**src/rtl/oled_cmd_pkg.sv**
```systemverilog
package oled_cmd_pkg;

  typedef enum logic [1:0] {
    ACT_NONE,
    ACT_COL,
    ACT_ROW,
    ACT_REMAP
  } act_e;

  localparam int unsigned MAX_ARGS = 8;
  localparam int unsigned ARG_W    = $clog2(MAX_ARGS + 1);

  typedef struct packed {
    logic             known;
    logic [ARG_W-1:0] nargs;
    act_e             act;
  } op_info_t;

  function automatic op_info_t lookup_op(input logic [7:0] op);
    op_info_t r;
    r.known = 1'b1;
    r.nargs = '0;
    r.act   = ACT_NONE;
    case (op)
      8'h15: begin r.nargs = ARG_W'(2); r.act = ACT_COL;   end
      8'h75: begin r.nargs = ARG_W'(2); r.act = ACT_ROW;   end
      8'hA0: begin r.nargs = ARG_W'(1); r.act = ACT_REMAP; end
      8'h81, 8'hA1, 8'hA2, 8'hA8, 8'hAD,
      8'hB1, 8'hB2, 8'hB3, 8'hBC, 8'hBE, 8'hBF: r.nargs = ARG_W'(1);
      8'hB8: r.nargs = ARG_W'(8);
      8'h84, 8'h85, 8'h86, 8'hA4, 8'hA5, 8'hA6, 8'hA7,
      8'hAE, 8'hAF, 8'hE3, 8'hFF: r.nargs = '0;
      default: r.known = 1'b0;
    endcase
    return r;
  endfunction

endpackage

```
**src/rtl/oled_op_decode.sv**
```systemverilog
module oled_op_decode
  import oled_cmd_pkg::*;
(
  input  logic [7:0] op_i,
  output op_info_t   info_o
);
  always_comb info_o = lookup_op(op_i);
endmodule

```
**src/rtl/oled_cmd_seq.sv**
```systemverilog
module oled_cmd_seq
  import oled_cmd_pkg::*;
(
  input  logic       clk_i,
  input  logic       rst_ni,
  input  logic       cmd_stb_i,
  input  logic [7:0] byte_i,
  output act_e       act_o,
  output logic [7:0] first_o,
  output logic [7:0] last_o,
  output logic       unknown_o
);
  logic             pend_q, pend_d;
  logic [7:0]       op_q, op_d, arg0_q, arg0_d;
  logic [ARG_W-1:0] cnt_q, cnt_d;
  logic             done, unk_d;
  logic [7:0]       cur_op;
  op_info_t         info;

  // opcode under decode: held one while arguments arrive, else the new byte
  assign cur_op = pend_q ? op_q : byte_i;

  oled_op_decode u_dec (
    .op_i  (cur_op),
    .info_o(info)
  );

  always_comb begin
    pend_d = pend_q;
    op_d   = op_q;
    arg0_d = arg0_q;
    cnt_d  = cnt_q;
    done   = 1'b0;
    unk_d  = 1'b0;
    if (cmd_stb_i) begin
      if (!pend_q) begin
        if (info.nargs == '0) begin
          done  = 1'b1;
          unk_d = !info.known;
        end else begin
          pend_d = 1'b1;
          op_d   = byte_i;
          cnt_d  = '0;
        end
      end else begin
        if (cnt_q == '0) arg0_d = byte_i;
        if (cnt_q + ARG_W'(1) == info.nargs) begin
          done   = 1'b1;
          pend_d = 1'b0;
          cnt_d  = '0;
        end else begin
          cnt_d = cnt_q + ARG_W'(1);
        end
      end
    end
  end

  assign act_o   = done ? info.act : ACT_NONE;
  assign first_o = (cnt_q == '0) ? byte_i : arg0_q;
  assign last_o  = byte_i;

  always_ff @(posedge clk_i or negedge rst_ni) begin
    if (!rst_ni) begin
      pend_q    <= 1'b0;
      op_q      <= '0;
      arg0_q    <= '0;
      cnt_q     <= '0;
      unknown_o <= 1'b0;
    end else begin
      pend_q    <= pend_d;
      op_q      <= op_d;
      arg0_q    <= arg0_d;
      cnt_q     <= cnt_d;
      unknown_o <= unk_d;
    end
  end
endmodule

```
**src/rtl/oled_addr_gen.sv**
```systemverilog
module oled_addr_gen
  import oled_cmd_pkg::*;
#(
  parameter int unsigned NUM_COLS = 64,
  parameter int unsigned NUM_ROWS = 80,
  parameter int unsigned VERT_BIT = 2,
  localparam int unsigned CW = $clog2(NUM_COLS),
  localparam int unsigned RW = $clog2(NUM_ROWS)
) (
  input  logic          clk_i,
  input  logic          rst_ni,
  input  act_e          act_i,
  input  logic [7:0]    first_i,
  input  logic [7:0]    last_i,
  input  logic          data_stb_i,
  input  logic [7:0]    byte_i,
  output logic          pix_valid_o,
  output logic [7:0]    pix_data_o,
  output logic [CW-1:0] pix_col_o,
  output logic [RW-1:0] pix_row_o,
  output logic [7:0]    remap_o
);
  logic [CW-1:0] col_q, cs_q, ce_q, col_nx;
  logic [RW-1:0] row_q, rs_q, re_q, row_nx;
  logic [CW:0]   c_inc;
  logic [RW:0]   r_inc;
  logic [CW-1:0] a_col, b_col;
  logic [RW-1:0] a_row, b_row;

  assign a_col = CW'(first_i % 8'(NUM_COLS));
  assign b_col = CW'(last_i  % 8'(NUM_COLS));
  assign a_row = RW'(first_i % 8'(NUM_ROWS));
  assign b_row = RW'(last_i  % 8'(NUM_ROWS));

  // pointer step; compares use one extra bit so passing the end is visible
  always_comb begin
    c_inc = {1'b0, col_q};
    r_inc = {1'b0, row_q};
    if (remap_o[VERT_BIT]) begin
      r_inc = {1'b0, row_q} + 1'b1;
      if (r_inc > {1'b0, re_q}) begin
        r_inc = {1'b0, rs_q};
        c_inc = {1'b0, col_q} + 1'b1;
      end
      if (c_inc > {1'b0, ce_q}) c_inc = {1'b0, cs_q};
    end else begin
      c_inc = {1'b0, col_q} + 1'b1;
      if (c_inc > {1'b0, ce_q}) begin
        c_inc = {1'b0, cs_q};
        r_inc = {1'b0, row_q} + 1'b1;
      end
      if (r_inc > {1'b0, re_q}) r_inc = {1'b0, rs_q};
    end
    col_nx = c_inc[CW-1:0];
    row_nx = r_inc[RW-1:0];
  end

  always_ff @(posedge clk_i or negedge rst_ni) begin
    if (!rst_ni) begin
      col_q       <= '0;
      cs_q        <= '0;
      ce_q        <= CW'(NUM_COLS - 1);
      row_q       <= '0;
      rs_q        <= '0;
      re_q        <= RW'(NUM_ROWS - 1);
      remap_o     <= '0;
      pix_valid_o <= 1'b0;
      pix_data_o  <= '0;
      pix_col_o   <= '0;
      pix_row_o   <= '0;
    end else begin
      pix_valid_o <= data_stb_i;
      if (data_stb_i) begin
        pix_data_o <= byte_i;
        pix_col_o  <= col_q;
        pix_row_o  <= row_q;
        col_q      <= col_nx;
        row_q      <= row_nx;
      end
      case (act_i)
        ACT_COL: begin
          col_q <= a_col;
          cs_q  <= a_col;
          ce_q  <= b_col;
        end
        ACT_ROW: begin
          row_q <= a_row;
          rs_q  <= a_row;
          re_q  <= b_row;
        end
        ACT_REMAP: remap_o <= first_i;
        default: ;
      endcase
    end
  end
endmodule

```
**src/rtl/oled_cmd_parser.sv**
```systemverilog
module oled_cmd_parser
  import oled_cmd_pkg::*;
#(
  parameter int unsigned NUM_COLS = 64,
  parameter int unsigned NUM_ROWS = 80,
  parameter int unsigned VERT_BIT = 2,
  localparam int unsigned CW = $clog2(NUM_COLS),
  localparam int unsigned RW = $clog2(NUM_ROWS)
) (
  input  logic          clk_i,
  input  logic          rst_ni,
  input  logic          byte_valid_i,
  input  logic          dc_sel_i,
  input  logic [7:0]    byte_i,
  output logic          pix_valid_o,
  output logic [7:0]    pix_data_o,
  output logic [CW-1:0] pix_col_o,
  output logic [RW-1:0] pix_row_o,
  output logic [7:0]    remap_o,
  output logic          unknown_cmd_o
);
  logic       cmd_stb, data_stb;
  act_e       act;
  logic [7:0] first_arg, last_arg;

  assign cmd_stb  = byte_valid_i && !dc_sel_i;
  assign data_stb = byte_valid_i && dc_sel_i;

  oled_cmd_seq u_seq (
    .clk_i    (clk_i),
    .rst_ni   (rst_ni),
    .cmd_stb_i(cmd_stb),
    .byte_i   (byte_i),
    .act_o    (act),
    .first_o  (first_arg),
    .last_o   (last_arg),
    .unknown_o(unknown_cmd_o)
  );

  oled_addr_gen #(
    .NUM_COLS(NUM_COLS),
    .NUM_ROWS(NUM_ROWS),
    .VERT_BIT(VERT_BIT)
  ) u_addr (
    .clk_i      (clk_i),
    .rst_ni     (rst_ni),
    .act_i      (act),
    .first_i    (first_arg),
    .last_i     (last_arg),
    .data_stb_i (data_stb),
    .byte_i     (byte_i),
    .pix_valid_o(pix_valid_o),
    .pix_data_o (pix_data_o),
    .pix_col_o  (pix_col_o),
    .pix_row_o  (pix_row_o),
    .remap_o    (remap_o)
  );
endmodule

```
**config.mk**
```make
export PLATFORM = sky130hd
export DESIGN_NAME = oled_cmd_parser
export DESIGN_NICKNAME = d
export VERILOG_FILES = /design/src/rtl/oled_cmd_pkg.sv /design/src/rtl/oled_op_decode.sv /design/src/rtl/oled_cmd_seq.sv /design/src/rtl/oled_addr_gen.sv /design/src/rtl/oled_cmd_parser.sv
export SDC_FILE = /design/constraint.sdc
export NUM_CORES = 1
export LEC_CHECK = 0
export ABC_AREA = 1
export BUFFER_PORTS_ARGS = -buffer_cell sky130_fd_sc_hd__buf_4
export CORE_MARGIN = 8
export CORE_UTILIZATION = 45
export DETAILED_ROUTE_END_ITERATION = 16
export GPL_ROUTABILITY_DRIVEN = 0
export GPL_TIMING_DRIVEN = 1
export PLACE_DENSITY_LB_ADDON = 0.15
export SLEW_MARGIN = 0
export SYNTH_ARGS = -nofsm -noshare
export SYNTH_HDL_FRONTEND = slang
export SYNTH_HIERARCHICAL = 1
export SYNTH_SLANG_ARGS = --single-unit
export TNS_END_PERCENT = 100
```
**constraint.sdc**
```tcl
create_clock -name clk_i -period 4.1 [get_ports clk_i]
set_input_delay 0.41 -clock clk_i [delete_from_list [all_inputs] [get_ports clk_i]]
set_output_delay 0.41 -clock clk_i [all_outputs]
set_load 0.05 [all_outputs]
```
==> summary.md, run 1 <==
| Metric | Value |
|---|---|
| Max frequency | 262 MHz |
| NetSw | 2.76 mW |
| Die width | 131 µm |
| CTS Sinks | 91 |
| Total Wirelength | 15600 µm |
| Worst Hold Class | input port to async pin |
| Worst reg2reg setup slack | 280 ps |
| Final setup vio count | 0 |
| Antenna diodes | 0 |
| Initial Util | 0.456 |
| Hold_buf cts | 0 |
| WP data required | 4340 ps |
| CTS HTree Levels | 3 |
| Vias in the first global route | 5370 |
| RSZ-0062 raised after global routing | yes |
| Power per cell area | 820 mW/mm² |
| Sw Ratio | 0.496 |
| P_int | 2.80 mW |
| Worst r2r src | u_addr/row_q[0] |
| PortBufs | 42 |
| Clk slew on worst S/H paths | 70 ps |
| Die area | 0.0172 mm² |
| Slew headroom | 0.265 |
| Max IR drop VDD | 0.307 mV |
| Share of cells above drive strength 1 | 0.171 |
| Commonest non-fill, non-tap cells in the layout | 279 x nand2_1, 117 x inv_1, 75 x dfrtp_1, 74 x o21ai_0, 54 x buf_4 |
| Total grt overflow | 0 |
| Sequential Power Share | 0.272 |
| Antenna Nets Post-Route | 0 |
| CTS Buf Count | 9 |
| Max Root-Sink Buffers | 2 |
| Worst Setup End Kind | flip-flop |
| Nets | 915 |
| Placed Area | 0.00639 mm² |
| First-pass GRT wire length | 26500 µm |
| Post-synth ARST share | 1.00 |
| Fin. Hold Viols | 0 |
| Crit Path Class | flip-flop to flip-flop |
| DR WL/cell | 14.8 µm |
| Clock power share | 0.157 |
| Setup crit start kind | flip-flop |
| Pins Over Slew Limit | 0 |
| Synthesized area per cell | 7.14 µm² |
| Worst EP arrival | 4050 ps |
| Reg-to-reg endpoint | u_addr/col_q[2] |
| Iter 0 DRT Violations | 482 |
| Cell leakage power | 3.65 nW |
| Final Cell Area | 0.00677 mm² |
| CP peak stage delay | 440 ps |
| Vias post-DR | 5412 |
| Period minus WS final | 3820 ps |
| Syn nets | 880 |
| Critical Path Fanout Max | 12 |
| Clock skew | 12.5 ps |
| CTS tree | yes |
| Max Cap Violations | 0 |
| I/O pins | 43 |
| Comb pwr share | 0.571 |
| Worst reg2reg path depth | 25 |
| Drc violations | 0 |
| Placed wire-length estimate | 12000 µm |
| Pin slew with the least headroom to its limit | 1100 ps |
| Post-synth top area share | 0.335 |
| Seq/Total Area, Yosys | 0.383 |
| Synth area leaders | dfrtp_1 33%, nand2_1 17%, inv_1 7.4% |
| Cell taking the most area after synthesis | dfrtp_1 |
| Synth Flop Type | dfrtp_1 |
| EDFF count, synth | 0 |
| Gr usage total | 0.186 |
| Mapped Area | 0.00598 mm² |
| Clk_lat worst skew | 350 ps |
| Die Ht | 131 µm |
| Post-route setup TNS | 0 ps |
| Post-Syn Instances | 838 |
| CP max-delay cell | dfrtp_2 |
| Largest net degree at the start of global routing | 69 |
| Placeable core region | 0.0131 mm² |
| Area grow syn2layout | 13.2% |
| Post-synth cell types | 43 |
| Row cnt | 42 |
| Initial antenna violation count | 0 |
| Root buffer cell | clkbuf_16 |
| Synthesis Warnings | 6 |
| Drt first pass iters | 7 |
| Via density | 5.14 |
| Yosys reg bits | 91 |
| Final worst-path cycle share | 0.931 |
| Critical path's most frequent cell | nand2_1 |
| Most common cell after layout, fill and taps aside | nand2_1 |
| Status | finished clean |
[logic make-up (layout without fill, tap and decap cells)]
| family | count (synthesis) | count (layout) | share of synthesized area |
|---|---|---|---|
| other | 1 | 1 | 0.000627 |
| adder cells (fa/ha/maj) | 30 | 30 | 0.0627 |
| multiplexers | 6 | 6 | 0.0111 |
| flip-flops | 91 | 91 | 0.383 |
| buffers and inverters | 156 | 195 | 0.111 |
| XOR/XNOR | 9 | 9 | 0.0132 |
| AND/OR/NAND/NOR | 411 | 411 | 0.295 |
| AO/OA/AOI/OAI | 134 | 134 | 0.124 |
[timing repair]
| item | in CTS | in global routing |
|---|---|---|
| resized for setup | 0 | 17 |
| endpoints found under the setup margin | 0 | 13 |
| setup buffers | 0 | 4 |
[sequential cells by signal, indices dropped and copies added (netlist names)]
register            cells
u_seq/pend_q            1
u_addr/col_q            6
u_seq/op_q              8
u_addr/rs_q             7
u_addr/row_q            7
u_addr/ce_q             6
u_addr/pix_col_o        6
u_addr/pix_row_o        7
u_seq/arg0_q            8
u_addr/pix_valid_o      1
u_addr/cs_q             6
u_addr/remap_o          8
u_seq/unknown_o         1
u_seq/cnt_q             4
u_addr/pix_data_o       8
u_addr/re_q             7
[how the worst max path moves through the flow]
stage,endpoint,start,cells past startpoint
after global routing,u_addr/col_q[5],u_addr/row_q[0],29
after global placement,u_addr/col_q[3],u_addr/row_q[0],27
after floorplan,u_addr/col_q[4],u_addr/row_q[0],27
after detailed placement,u_addr/col_q[1],u_addr/row_q[0],26
after CTS,u_addr/col_q[2],u_addr/row_q[0],26
final,u_addr/col_q[2],u_addr/row_q[0],25
[synthesized netlist by cell type, types with 3 or more instances]
cell type	count
ha_1	30
inv_2	5
a21oi_1	26
clkbuf_1	11
xor2_1	8
o21ai_1	7
a21o_1	3
nor3_2	3
nand2_2	19
nor2_1	46
o21ai_2	11
buf_2	5
inv_1	118
dfstp_2	11
nor2_2	4
dfrtp_1	80
mux2_2	5
nand3_1	40
nand4_1	5
o211ai_1	3
nand2_1	279
o21ai_0	79
buf_4	11
nand3_2	6
[per-layer routing]
metal | GRT usage | up-vias | share of wire
met4 | 0.0798 | 0 | 0.022
li1 | - | 2694 | -
met3 | 0.0320 | 31 | 0.052
met1 | 0.238 | 2519 | 0.46
met5 | 0 | - | 0
met2 | 0.302 | 168 | 0.47
[final cells by class]
class	instances	area, µm²
Timing Repair Buffer	54	405
Clock buffer	12	267
Clock inverter	3	46.3
Tap cell	176	220
Fill cell	1303	6360
Inverter	126	475
Sequential cell	91	2300
Multi-Input combinational cell	591	3060
[worst max-delay path, delay by kind of cell, from the launching register on]
family | cells | cell delay [ps]
AOI/OAI and AO/OA | 5 | 760
xor gates and xnor gates | 1 | 390
adders and majority gates | 2 | 600
buffers and inverters | 4 | 460
DFF | 1 | 440
and+or+nand+nor | 13 | 1060
[per-stage QoR]
stage	power, mW	utilization	setup slack [ps]	cells	hold slack (ps)
after floorplan	3.86	-	639	838	114
after global placement	4.48	0.487	141	1034	456
after detailed placement	4.57	0.487	88.4	1034	460
after CTS	5.48	0.510	66.4	1049	204
after global routing	6.08	0.516	-105	1053	264
final	5.56	0.516	284	1053	172
[power groups by stage]
stage | sequential, mW | clock (mW) | combinational [mW]
2_1_floorplan | 1.61 | 0 | 2.24
3_3_place_gp | 1.51 | 0 | 2.97
3_5_place_dp | 1.52 | 0 | 3.06
4_1_cts | 1.50 | 0.895 | 3.08
5_1_grt | 1.56 | 0.925 | 3.60
6_report | 1.51 | 0.873 | 3.17
Note: power is estimated with default switching activity, not from simulation.
==> run 2: changes to the inputs <==
--- a/config.mk
+++ b/config.mk
@@ -7,6 +7,7 @@
 export LEC_CHECK = 0
 export ABC_AREA = 1
 export BUFFER_PORTS_ARGS = -buffer_cell sky130_fd_sc_hd__buf_4
+export CORE_ASPECT_RATIO = 2
 export CORE_MARGIN = 8
 export CORE_UTILIZATION = 45
 export DETAILED_ROUTE_END_ITERATION = 16
==> run 2 against run 1 <==
Compared with the run above:
- clock skew shrank 4.7 ps
- die area grew 1.3%
- register-to-register slack gained 20 ps
- clock power shrank 9.6%
- sequential cell count is the same
- final area shrank 1.2%
- first-iteration DRC count shrank 36%
- sequential share of layout area grew 0.34 points
- final cell count shrank 2.3%
- worst hold slack gained 29 ps
- total power is essentially flat
- non-clock buffer count is the same
- critical path type unchanged
- largest cell class unchanged
==> summary.md, run 2 (synthesized netlist as in run 1, its figures left out) <==
| Metric | Value |
|---|---|
| Gr usage total | 0.201 (was 0.186) |
| CP bufs+invs | 4 (unchanged) |
| DR WL/cell | 16.6 µm (was 14.8 µm) |
| Initial Util | 0.461 (was 0.456) |
| First-pass GRT wire length | 27700 µm (was 26500 µm) |
| Max IR drop VDD | 0.570 mV (was 0.307 mV) |
| Iter 0 DRT Violations | 308 (was 482) |
| CP peak stage delay | 490 ps (was 440 ps) |
| CTS Sinks | 91 (unchanged) |
| Pin slew with the least headroom to its limit | 1090 ps (was 1100 ps) |
| P_int | 2.70 mW (was 2.80 mW) |
| Max frequency | 263 MHz (was 262 MHz) |
| Clk_lat worst skew | 350 ps (about the same) |
| Die Ht | 179 µm (was 131 µm) |
| Setup crit start kind | flip-flop (unchanged) |
| Pins Over Slew Limit | 0 (unchanged) |
| I/O pins | 43 (unchanged) |
| Crit Path Class | flip-flop to flip-flop (unchanged) |
| Worst EP arrival | 4090 ps (was 4050 ps) |
| Period minus WS final | 3800 ps (was 3820 ps) |
| Placeable core region | 0.0130 mm² (was 0.0131 mm²) |
| Final setup vio count | 0 (unchanged) |
| Critical Path Fanout Max | 12 (unchanged) |
| CTS HTree Levels | 3 (unchanged) |
| Final core utilization | 0.515 (was 0.516) |
| Total Wirelength | 17100 µm (was 15600 µm) |
| Initial antenna violation count | 0 (unchanged) |
| Root buffer cell | clkbuf_16 (unchanged) |
| Clock power share | 0.142 (was 0.157) |
| Cell leakage power | 3.63 nW (was 3.65 nW) |
| Share of cells above drive strength 1 | 0.164 (was 0.171) |
| NetSw | 2.85 mW (was 2.76 mW) |
| Vias in the first global route | 5525 (was 5370) |
| Max Cap Violations | 0 (unchanged) |
| Final worst-path cycle share | 0.926 (was 0.931) |
| Worst Hold Class | input port to async pin (unchanged) |
| Drc violations | 0 (unchanged) |
| Antenna Nets Post-Route | 0 (unchanged) |
| PortBufs | 42 (unchanged) |
| Total grt overflow | 0 (unchanged) |
| Drt first pass iters | 4 (was 7) |
| Most common cell after layout, fill and taps aside | nand2_1 (unchanged) |
| Max Root-Sink Buffers | 2 (unchanged) |
| Post-route setup TNS | 0 ps (unchanged) |
| Via density | 5.24 (was 5.14) |
| Sequential Power Share | 0.271 (was 0.272) |
| Worst Setup End Kind | flip-flop (unchanged) |
| Filler instances | 1320 (was 1303) |
| RSZ-0062 raised after global routing | no (was yes) |
| Sw Ratio | 0.513 (was 0.496) |
| Die width | 97.5 µm (was 131 µm) |
| Power per cell area | 830 mW/mm² (was 820 mW/mm²) |
| Slew headroom | 0.269 (was 0.265) |
| Vias post-DR | 5391 (was 5412) |
| CP delay by family, top | simple AND/OR/NAND/NOR gates (unchanged) |
| Comb pwr share | 0.587 (was 0.571) |
| Critical path's most frequent cell | nand2_1 (unchanged) |
| Nets | 915 (unchanged) |
| Clock skew | 7.80 ps (was 12.5 ps) |
| Row cnt | 59 (was 42) |
| Area grow syn2layout | 11.8% (was 13.2%) |
| Largest net degree at the start of global routing | 72 (was 69) |
| Fin. Hold Viols | 0 (unchanged) |
| WP data required | 4390 ps (was 4340 ps) |
| Clk slew on worst S/H paths | 70 ps (about the same) |
| Die area | 0.0175 mm² (was 0.0172 mm²) |
| Status | finished clean (unchanged) |
| CTS Buf Count | 9 (unchanged) |
| Commonest non-fill, non-tap cells in the layout | 279 x nand2_1, 117 x inv_1, 79 x dfrtp_1, 74 x o21ai_0, 54 x buf_4 (was 279 x nand2_1, 117 x inv_1, 75 x dfrtp_1, 74 x o21ai_0, 54 x buf_4) |
| CTS tree | yes (unchanged) |
| Placed wire-length estimate | 13400 µm (was 12000 µm) |
| CP max-delay cell | dfrtp_1 (was dfrtp_2) |
| Antenna diodes | 0 (unchanged) |
-- run 2: power by group through the flow --
stage / clock network (mW) / logic, mW / registers [mW]
3_5_place_dp: 0 / 3.18 / 1.52
6_report: 0.789 / 3.26 / 1.51
3_3_place_gp: 0 / 3.09 / 1.50
2_1_floorplan: 0 / 2.24 / 1.61
4_1_cts: 0.811 / 3.19 / 1.50
5_1_grt: 0.842 / 3.64 / 1.54
-- run 2: cell type report --
type	count	area, µm²	share of cell area
Sequential cell	91	2290	0.343
Timing Repair Buffer	54	405	0.0606
Clock buffer	9	225	0.0337
Tap cell	152	190	0.0284
Clock inverter	6	53.8	0.00804
Multi-Input combinational cell	591	3050	0.456
Inverter	126	475	0.0711
-- run 2: metrics by stage --
step	power, mW	cells	setup WS, ps	hold slack [ps]	area [µm²]
after global routing	6.03	1029	19.0	276	6690
after CTS	5.51	1029	129	236	6670
after detailed placement	4.70	1014	149	464	6390
after floorplan	3.86	838	639	114	5980
final	5.55	1029	302	201	6690
after global placement	4.59	1014	222	460	6390
-- run 2: worst reg2reg max path: cells and delay by family, from the launching register on --
family,cells,cell delay [ps]
xor gates and xnor gates,1,210
buffers and inverters,4,380
adders and majority gates,2,600
AOI/OAI and AO/OA,5,820
DFF,1,490
and+or+nand+nor,14,1240
-- run 2: metal layers --
layer	share of wire	vias up	global-route usage	wire length, µm
met5	0	-	0	0
met4	0.046	0	0.120	786
met3	0.019	45	0.0232	317
met2	0.58	95	0.404	9910
met1	0.35	2566	0.185	6060
li1	-	2685	-	-
-- run 2: timing repair --
item                       in CTS  in global routing
hold buffers                    0                  0
setup endpoints to repair       0                 10
resized for setup               0                 11
setup buffers                   0                  0
-- run 2: final timing paths --
| path | from | to | slack [ps] | cells past startpoint |
|---|---|---|---|---|
| max in group asynchronous | rst_ni | u_addr/cs_q[5] | 3030 | 2 |
| worst max-delay path | u_addr/row_q[2] | u_addr/col_q[0] | 300 | 26 |
| min in group clk_i | byte_i[0] | u_addr/pix_data_o[0] | 290 | 3 |
| worst min-delay path | rst_ni | u_addr/pix_data_o[3] | 200 | 1 |
| worst min register to register | u_addr/pix_data_o[0] | u_addr/pix_data_o[0] | 480 | 2 |
| worst max register to register | u_addr/row_q[2] | u_addr/col_q[0] | 300 | 26 |
==> run 3: changes to the inputs <==
--- a/config.mk
+++ b/config.mk
@@ -14,6 +14,7 @@
 export GPL_ROUTABILITY_DRIVEN = 0
 export GPL_TIMING_DRIVEN = 1
 export PLACE_DENSITY_LB_ADDON = 0.15
+export SETUP_SLACK_MARGIN = 0.4
 export SLEW_MARGIN = 0
 export SYNTH_ARGS = -nofsm -noshare
 export SYNTH_HDL_FRONTEND = slang
==> constraint.sdc (replaced) <==
create_clock -name clk_i -period 4.1 [get_ports clk_i]
set_input_delay 0.41 -clock clk_i [delete_from_list [all_inputs] [get_ports clk_i]]
set_output_delay 0.41 -clock clk_i [all_outputs]
set_load 0.01 [all_outputs]
==> run 3 against run 2 <==
Compared with the run above:
- die area unchanged
- final area rose by 8.5%
- final cell count grew 2.3%
- critical endpoint is now u_addr/col_q[4]
- largest power group unchanged
==> summary.md, run 3 (synthesized netlist as in run 1, its figures left out) <==
| Metric | Value |
|---|---|
| Worst EP arrival | 3950 ps (was 4090 ps) |
| Max IR drop VDD | 0.909 mV (was 0.570 mV) |
| Worst Hold Class | input port to async pin (unchanged) |
| Die Ht | 179 µm (unchanged) |
| Initial antenna violation count | 0 (unchanged) |
| Nets | 939 (was 915) |
| Fin. Hold Viols | 0 (unchanged) |
| Grt met2 use | 0.406 (was 0.404) |
| Antenna Nets Post-Route | 0 (unchanged) |
| Worst Setup End Kind | flip-flop (unchanged) |
| CTS tree | yes (unchanged) |
| Busiest grt layer | met2 (unchanged) |
| Clk_lat worst skew | 350 ps (about the same) |
| Filler instances | 1241 (was 1320) |
| Final setup vio count | 0 (unchanged) |
| Max Cap Violations | 0 (unchanged) |
| Reg-to-reg endpoint | u_addr/col_q[4] (was u_addr/col_q[0]) |
| Total Wirelength | 18100 µm (was 17100 µm) |
| Cell leakage power | 3.81 nW (was 3.63 nW) |
| Row cnt | 59 (unchanged) |
| Status | finished clean (unchanged) |
| Pin slew with the least headroom to its limit | 1070 ps (was 1090 ps) |
| Die area | 0.0175 mm² (unchanged) |
| CTS HTree Levels | 3 (unchanged) |
| RSZ-0062 raised after global routing | yes (was no) |
| Total grt overflow | 0 (unchanged) |
| Worst Setup SP | u_addr/row_q[1] (was u_addr/row_q[2]) |
| Commonest non-fill, non-tap cells in the layout | 264 x nand2_1, 114 x inv_1, 73 x dfrtp_1, 71 x buf_4, 64 x o21ai_0 (was 279 x nand2_1, 117 x inv_1, 79 x dfrtp_1, 74 x o21ai_0, 54 x buf_4) |
| Area grow syn2layout | 21.3% (was 11.8%) |
| Root buffer cell | clkbuf_16 (unchanged) |
| CTS Sinks | 91 (unchanged) |
| WP data required | 4390 ps (about the same) |
| Worst reg2reg setup slack | 430 ps (was 300 ps) |
| Max frequency | 273 MHz (was 263 MHz) |
| Layout Cells excl Fill | 1053 (was 1029) |
| Placed wire-length estimate | 13400 µm (unchanged) |
| Crit Path Class | flip-flop to flip-flop (unchanged) |
| First-pass GRT wire length | 27900 µm (was 27700 µm) |
| Via density | 5.34 (was 5.24) |
| Share of cells above drive strength 1 | 0.250 (was 0.164) |
| Drc violations | 0 (unchanged) |
| Critical path's most frequent cell | nand2_1 (unchanged) |
| GR Util met3 | 0.0232 (unchanged) |
| Worst r2r src | u_addr/row_q[1] (was u_addr/row_q[2]) |
| Final worst-path cycle share | 0.894 (was 0.926) |
| Period minus WS final | 3670 ps (was 3800 ps) |
| Max Root-Sink Buffers | 2 (unchanged) |
| Largest net degree at the start of global routing | 72 (unchanged) |
| CP peak stage delay | 420 ps (was 490 ps) |
| Clock skew | 9.06 ps (was 7.80 ps) |
| Power per cell area | 891 mW/mm² (was 830 mW/mm²) |
| Vias post-DR | 5626 (was 5391) |
| Setup crit start kind | flip-flop (unchanged) |
| I/O pins | 43 (unchanged) |
| Worst reg2reg path depth | 26 (unchanged) |
| Gr usage total | 0.201 (about the same) |
| Critical Path End | u_addr/col_q[4] (was u_addr/col_q[0]) |
| Clk slew on worst S/H paths | 70 ps (about the same) |
| CTS Buf Count | 9 (unchanged) |
| DR WL/cell | 17.2 µm (was 16.6 µm) |
| Slew headroom | 0.284 (was 0.269) |
| Final core utilization | 0.559 (was 0.515) |
| Post-route setup TNS | 0 ps (unchanged) |
| Iter 0 DRT Violations | 310 (was 308) |
| Vias in the first global route | 5545 (was 5525) |
| PortBufs | 42 (unchanged) |
| Cell total after placement | 1014 (unchanged) |
| Most common cell after layout, fill and taps aside | nand2_1 (unchanged) |
| Pins Over Slew Limit | 0 (unchanged) |
| Antenna diodes | 0 (unchanged) |
| Met1 Usage GRT | 0.186 (was 0.185) |
| CP max-delay cell | dfrtp_1 (unchanged) |
| Initial Util | 0.461 (unchanged) |
| Die width | 97.5 µm (unchanged) |
| Drt first pass iters | 5 (was 4) |
| Critical Path Fanout Max | 6 (was 12) |
| Placeable core region | 0.0130 mm² (unchanged) |
[run 3: where the power goes]
group	total (mW)	internal, mW	switching (mW)
clock	0.795	0.415	0.380
combinational	4.15	1.65	2.50
sequential	1.53	1.25	0.281
[run 3: worst min-delay path by stage]
stage          cells after the start                   end  slack (ps)
2_1_floorplan                      0       u_addr/col_q[0]         110
3_3_place_gp                       2  u_addr/pix_data_o[2]         460
3_5_place_dp                       2  u_addr/pix_data_o[0]         460
4_1_cts                            1        u_addr/cs_q[2]         240
5_1_grt                            1  u_addr/pix_data_o[4]         270
6_report                           1  u_addr/pix_data_o[2]         190
[run 3: timing repair]
action,in CTS,in global routing
buffers inserted,0,22
resized for setup,18,84
gates cloned,0,2
endpoints found under the setup margin,13,42
pin swaps,0,45
hold buffers,0,0
[run 3: critical path: cells and delay by family (launching register included)]
family | cells | cell delay (ps)
fa+ha+maj | 3 | 700
buf+inv | 3 | 340
simple gates | 15 | 1520
xor+xnor | 1 | 170
compound gates | 4 | 450
flops | 1 | 420
[run 3: stage by stage]
step	hold slack [ps]	power [mW]	setup WS [ps]	instance area [µm²]
after global placement	460	4.42	222	6390
after global routing	275	6.93	202	7260
final	194	6.47	434	7260
after CTS	236	5.41	398	6720
after detailed placement	464	4.52	149	6390
after floorplan	114	3.69	639	5980
[run 3: layer usage]
metal,wire (µm),vias to the layer above
met3,499,59
met4,974,0
li1,-,2733
met5,0,-
met2,10400,153
met1,6300,2681
[run 3: cell type report]
| class | count | area [µm²] | share of cell area |
|---|---|---|---|
| inverters | 126 | 480 | 0.0662 |
| clock inverters | 6 | 53.8 | 0.00741 |
| repair buffers | 76 | 598 | 0.0824 |
| clock buffers | 9 | 225 | 0.0310 |
| well taps | 152 | 190 | 0.0262 |
| multi-input cells | 593 | 3410 | 0.470 |
| flip-flops and latches | 91 | 2300 | 0.317 |
